==> src/rtl/deframe_pkg.sv <==
package deframe_pkg;

    localparam int VID_W    = 18;
    localparam int VID_OVH  = 2;
    localparam int CTL_OVH  = 1;
    localparam int VOTED_W  = 5;
    localparam int PLAIN_W  = 4;
    localparam int REP_N    = 3;
    localparam int CTL_W    = VOTED_W + PLAIN_W;
    localparam int WORD_W   = VID_OVH + VID_W;
    localparam int CWORD_W  = CTL_OVH + REP_N * VOTED_W + PLAIN_W;

    typedef enum logic {
        PH_CTRL  = 1'b0,
        PH_VIDEO = 1'b1
    } phase_e;

    typedef struct packed {
        phase_e              phase;
        logic [WORD_W-1:0]   bits;
    } word_s;

    typedef struct packed {
        logic [VID_W-1:0]    video;
        logic [CTL_W-1:0]    ctrl;
        logic                de;
    } out_s;

    // Majority of REP_N copies: true when more than half are set.
    function automatic logic vote(input logic [REP_N-1:0] copies);
        int ones;
        ones = 0;
        for (int i = 0; i < REP_N; i++) begin
            ones += int'(copies[i]);
        end
        return (ones > REP_N / 2);
    endfunction

endpackage

==> src/rtl/word_collector.sv <==
module word_collector
    import deframe_pkg::*;
#(
    parameter int WW = WORD_W
) (
    input  logic          clk,
    input  logic          rst,
    input  logic          ser_bit,
    input  logic          word_start,
    input  logic          phase_in,
    output logic [WW-1:0] word_bits,
    output phase_e        word_phase,
    output logic          word_ready
);

    localparam int CNT_W = $clog2(WW + 1);
    localparam logic [CNT_W-1:0] LAST_POS = CNT_W'(WW - 1);

    // 0 means idle or finished; otherwise the next position to fill.
    logic [CNT_W-1:0] fill_pos;

    always_ff @(posedge clk) begin
        if (rst) begin
            fill_pos   <= '0;
            word_bits  <= '0;
            word_phase <= PH_CTRL;
            word_ready <= 1'b0;
        end else begin
            word_ready <= 1'b0;
            if (word_start) begin
                word_bits[0] <= ser_bit;
                word_phase   <= phase_e'(phase_in);
                fill_pos     <= CNT_W'(1);
            end else if (fill_pos != '0) begin
                word_bits[fill_pos] <= ser_bit;
                if (fill_pos == LAST_POS) begin
                    fill_pos   <= '0;
                    word_ready <= 1'b1;
                end else begin
                    fill_pos <= fill_pos + 1'b1;
                end
            end
        end
    end

endmodule

==> src/rtl/video_decoder.sv <==
module video_decoder
    import deframe_pkg::*;
#(
    parameter int VW = VID_W
) (
    input  logic [VW+1:0] raw,
    output logic [VW-1:0] video
);

    logic          flag_inv;
    logic          flag_alt;
    logic [VW-1:0] odd_mask;
    logic [VW-1:0] flip;

    assign flag_inv = raw[0];
    assign flag_alt = raw[1];

    for (genvar g = 0; g < VW; g++) begin : g_mask
        assign odd_mask[g] = (g % 2 == 1);
    end

    assign flip  = {VW{flag_inv}} ^ (flag_alt ? odd_mask : '0);
    assign video = raw[VW+1:2] ^ flip;

endmodule

==> src/rtl/control_decoder.sv <==
module control_decoder
    import deframe_pkg::*;
#(
    parameter int NV = VOTED_W,
    parameter int NP = PLAIN_W
) (
    input  logic [CTL_OVH + REP_N*NV + NP - 1:0] raw,
    output logic [NV+NP-1:0]                     ctrl
);

    localparam int RW = CTL_OVH + REP_N * NV + NP;

    logic [RW-2:0] payload;

    assign payload = raw[RW-1:1] ^ {(RW-1){raw[0]}};

    for (genvar g = 0; g < NV; g++) begin : g_voted
        assign ctrl[g] = vote(payload[REP_N*g +: REP_N]);
    end

    for (genvar g = 0; g < NP; g++) begin : g_plain
        assign ctrl[NV+g] = payload[REP_N*NV + g];
    end

endmodule

==> src/rtl/serial_word_deframer.sv <==
module serial_word_deframer
    import deframe_pkg::*;
(
    input  logic             clk,
    input  logic             rst,
    input  logic             ser_bit,
    input  logic             word_start,
    input  logic             phase_video,
    output logic [VID_W-1:0] video_out,
    output logic [CTL_W-1:0] ctrl_out,
    output logic             data_en
);

    logic [WORD_W-1:0] word_bits;
    phase_e            word_phase;
    logic              word_ready;
    logic [VID_W-1:0]  dec_video;
    logic [CTL_W-1:0]  dec_ctrl;
    out_s              out_q;

    word_collector #(.WW(WORD_W)) i_collect (
        .clk        (clk),
        .rst        (rst),
        .ser_bit    (ser_bit),
        .word_start (word_start),
        .phase_in   (phase_video),
        .word_bits  (word_bits),
        .word_phase (word_phase),
        .word_ready (word_ready)
    );

    video_decoder #(.VW(VID_W)) i_vdec (
        .raw   (word_bits[VID_W+VID_OVH-1:0]),
        .video (dec_video)
    );

    control_decoder #(.NV(VOTED_W), .NP(PLAIN_W)) i_cdec (
        .raw  (word_bits[CWORD_W-1:0]),
        .ctrl (dec_ctrl)
    );

    always_ff @(posedge clk) begin
        if (rst) begin
            out_q <= '0;
        end else if (word_ready) begin
            if (word_phase == PH_VIDEO) begin
                out_q.video <= dec_video;
                out_q.de    <= 1'b1;
            end else begin
                out_q.ctrl  <= dec_ctrl;
                out_q.de    <= 1'b0;
            end
        end
    end

    assign video_out = out_q.video;
    assign ctrl_out  = out_q.ctrl;
    assign data_en   = out_q.de;

endmodule

==> config.mk <==
export PLATFORM = sky130hd
export DESIGN_NAME = serial_word_deframer
export DESIGN_NICKNAME = d
export VERILOG_FILES = /design/src/rtl/deframe_pkg.sv /design/src/rtl/word_collector.sv /design/src/rtl/video_decoder.sv /design/src/rtl/control_decoder.sv /design/src/rtl/serial_word_deframer.sv
export SDC_FILE = /design/constraint.sdc
export NUM_CORES = 1
export LEC_CHECK = 0
export BUFFER_PORTS_ARGS = -buffer_cell sky130_fd_sc_hd__buf_2
export CORE_MARGIN = 2
export CORE_UTILIZATION = 43
export CTS_CLUSTER_DIAMETER = 100
export DETAILED_ROUTE_END_ITERATION = 10
export MAX_ROUTING_LAYER = met4
export SETUP_SLACK_MARGIN = 0.15
export SLEW_MARGIN = 30
export SYNTH_ARGS = -nofsm -noshare
export SYNTH_HDL_FRONTEND = slang
export SYNTH_SLANG_ARGS = --single-unit
==> constraint.sdc <==
create_clock -name clk -period 3.5 [get_ports clk]
set_clock_uncertainty 0.15 [all_clocks]
set_input_delay 0.35 -clock clk [delete_from_list [all_inputs] [get_ports clk]]
set_output_delay 0.35 -clock clk [all_outputs]
set_load 0.03 [all_outputs]
==> results.yml <==
finish:
  layout_commonest_cell: "dfxtp_1"
  fillers: 595
  syn_to_final_growth_pct: 10.07
  fin_nets: 311
  insertedDiodeCount: 0
  drive_above_1_share: 0.1655
  mostFrequentLayoutCells: "dfxtp_1 (55), buf_2 (31), nor2_1 (29)"
  final_cell_count_no_fill: 371
  design_area_um2: 2887
placed_design:
  routabilityCongestion: 0.7332
  hpwl_um: 3531
  portBuffers: 32
  dp.cells: 364
  dpl-instance-area_um2: 2779
floorplanning:
  io_pins: 33
  dieArea_um2: 6740
  num_rows: 28
  fp.dieH_um: 82.10
  core_area_um2: 5921
  die_w_um: 82.10
  start_util: 0.4429
timing:
  setup_tns_ns: 0
  tightest_slew_ns: 0.7244
  finalCritPeriodShare: 0.5373
  slew_headroom: 0.5171
  hold_viol_final: 0
  setup_viol: 0
  period_minus_slack_ns: 1.880
  hold-worst-slack_ns: 0.1311
  rsz0062_at_grt: "no"
  fmax_ghz: 0.5318
  drv_slew: 0
power:
  p_leak_nw: 1.292
  power_density_nw_per_um2: 387.4
  peakVddDrop_v: 0.0001529
  power_mw: 1.118
clocking:
  clockRootBuffer: "clkbuf_8"
  clock_sinks: 55
  holdBufCountCts: 0
  postCtsSetupBuffers: 0
  cts_tree: "done"
  path_clk_slew_ns: 0.10
  clk-insertion-delay-late_ns: 0.30
  clockBufferDepth: 2
  numCtsBuffers: 5
  post_cts_resized: 0
  htree_levels: 2
grt:
  grt_max_degree: 66
  grt.total_usage: 0.1718
  overflow: 0
  grt_pass1_vias: 1753
  grt_pass1_wl_um: 8521
  antenna_found_initial: 0
yosys:
  syn_area_um2: 2623
  syn_nets: 291
  yosysWarnings: 0
  yosys.cell_types.count: 34
  synthCells: 276
  synth_area_per_cell_um2: 9.502
  yosysSeqAreaShare: 0.4198
  ys_seq_elements: 55
routing:
  wirelength_um: 5194
  dr.pass1.iters: 4
  post_drt_via_cell_ratio: 5.178
  drc_errors: 0
  drt_iter0_markers: 54
  post_drt_wl_per_cell_um: 14.00
  num_vias: 1921
  drtAntennaViolNets: 0
min_path:
  worstHoldPathType: "in -> reg"
setup_path:
  r2r_slack_ns: 1.62
  worstPathArrival_ns: 1.89
  cp_max_fo: 10
  worstPathCellList: "xnor2_2 > inv_2 > ha_1 > a21oi_1 > a211oi_1"
  path_class: "reg -> reg"
  start_kind: "flip-flop"
  slowest_stage: "xnor2_2"
  cp_slowest_stage_delay_ns: 0.44
  worstSetupEndpointType: "flip-flop"
  worstPathRequired_ns: 3.51
job:
  cap_violations: 0
status:
  outcome: "finished clean"
-- power by group --
| part | internal [mW] | switching, mW | total (mW) |
|---|---|---|---|
| registers | 0.629 | 0.00489 | 0.634 |
| logic | 0.0279 | 0.0488 | 0.0768 |
| clock network | 0.210 | 0.198 | 0.408 |
| total | 0.867 | 0.252 | 1.12 |
-- synthesized netlist by cell type --
cell / n / area, µm²
and3b_1: 1 / 8.760
or4_1: 9 / 67.56
nor3b_2: 2 / 25.02
o21ai_1: 1 / 5.000
mux2i_1: 21 / 210.2
nor3_1: 7 / 35.03
nand3b_1: 9 / 67.56
ha_1: 10 / 125.1
a211o_1: 1 / 8.760
nor3b_4: 1 / 18.77
clkbuf_1: 3 / 11.26
dfxtp_1: 55 / 1101
a21o_1: 1 / 7.510
nor2b_1: 5 / 31.28
xnor2_2: 1 / 16.27
a21oi_1: 8 / 40.04
o311ai_1: 9 / 78.83
nor4_1: 2 / 12.51
nor2_1: 29 / 108.9
xnor2_1: 5 / 43.79
nor4_2: 1 / 12.51
buf_1: 1 / 3.750
inv_2: 1 / 3.750
nor3_2: 1 / 10.01
inv_1: 2 / 7.510
buf_2: 14 / 70.07
nand2b_1: 21 / 131.4
nand3_1: 3 / 15.01
buf_6: 2 / 22.52
a211oi_1: 11 / 82.58
and2_1: 1 / 6.260
xor2_1: 16 / 140.1
nor4b_2: 1 / 15.01
nand2_1: 21 / 78.83
-- cell families (layout without fill, tap and decap cells) --
logic type	count (synthesis)	in the layout	share of synthesized area
simple gates	114	114	0.2457
flops	55	55	0.4198
compound gates	31	31	0.08493
buf+inv	23	43	0.04532
xor+xnor	22	22	0.07634
mux	21	21	0.08015
fa+ha+maj	10	10	0.04771
-- layout make-up --
class                   count  area, µm²  area share
multi-input cells         198       1408      0.4876
flip-flops and latches     55       1101      0.3814
repair buffers             33      170.2     0.05895
well taps                  75      93.84     0.03251
clock buffers               6      72.57     0.02514
clock inverters             1      30.03     0.01040
inverters                   3      11.26    0.003901
-- layer usage --
metal,GRT usage,wire [µm],vias to the layer above
met4,0.05500,82,0
met5,-,0,-
li1,-,-,999
met2,0.2561,2189,41
met3,0.03696,214,7
met1,0.2335,2707,874
-- registers in the layout, summed over array words and instances, names as in the netlist --
name and cells:
video_out 18, i_collect.word_phase 1, ctrl_out 9, i_collect.word_ready 1
i_collect.word_bits 20, data_en 1, i_collect.fill_pos 5
-- per-stage QoR --
step	setup slack, ns	utilization
floorplan	1.924	-
global placement	1.277	0.4689
detailed placement	1.214	0.4694
CTS	1.481	0.4867
global route	1.448	0.4875
finish	1.620	0.4875
-- worst paths after layout --
| kind | endpoint | from | cells after the start |
|---|---|---|---|
| min | i_collect.word_phase | phase_video | 3 |
| max | ctrl_out[0] | i_collect.word_bits[1] | 5 |
| max reg2reg | ctrl_out[0] | i_collect.word_bits[1] | 5 |
| min reg2reg | data_en | data_en | 2 |
-- worst max-delay path: cells and delay by family (launching register included) --
| kind | cells | cell delay, ns |
|---|---|---|
| flip-flops | 1 | 0.35 |
| adder cells (fa/ha/maj) | 1 | 0.34 |
| AO/OA/AOI/OAI | 2 | 0.25 |
| XOR/XNOR | 1 | 0.44 |
| buffers and inverters | 1 | 0.22 |
No activity file was read; power rests on OpenSTA's default activity.
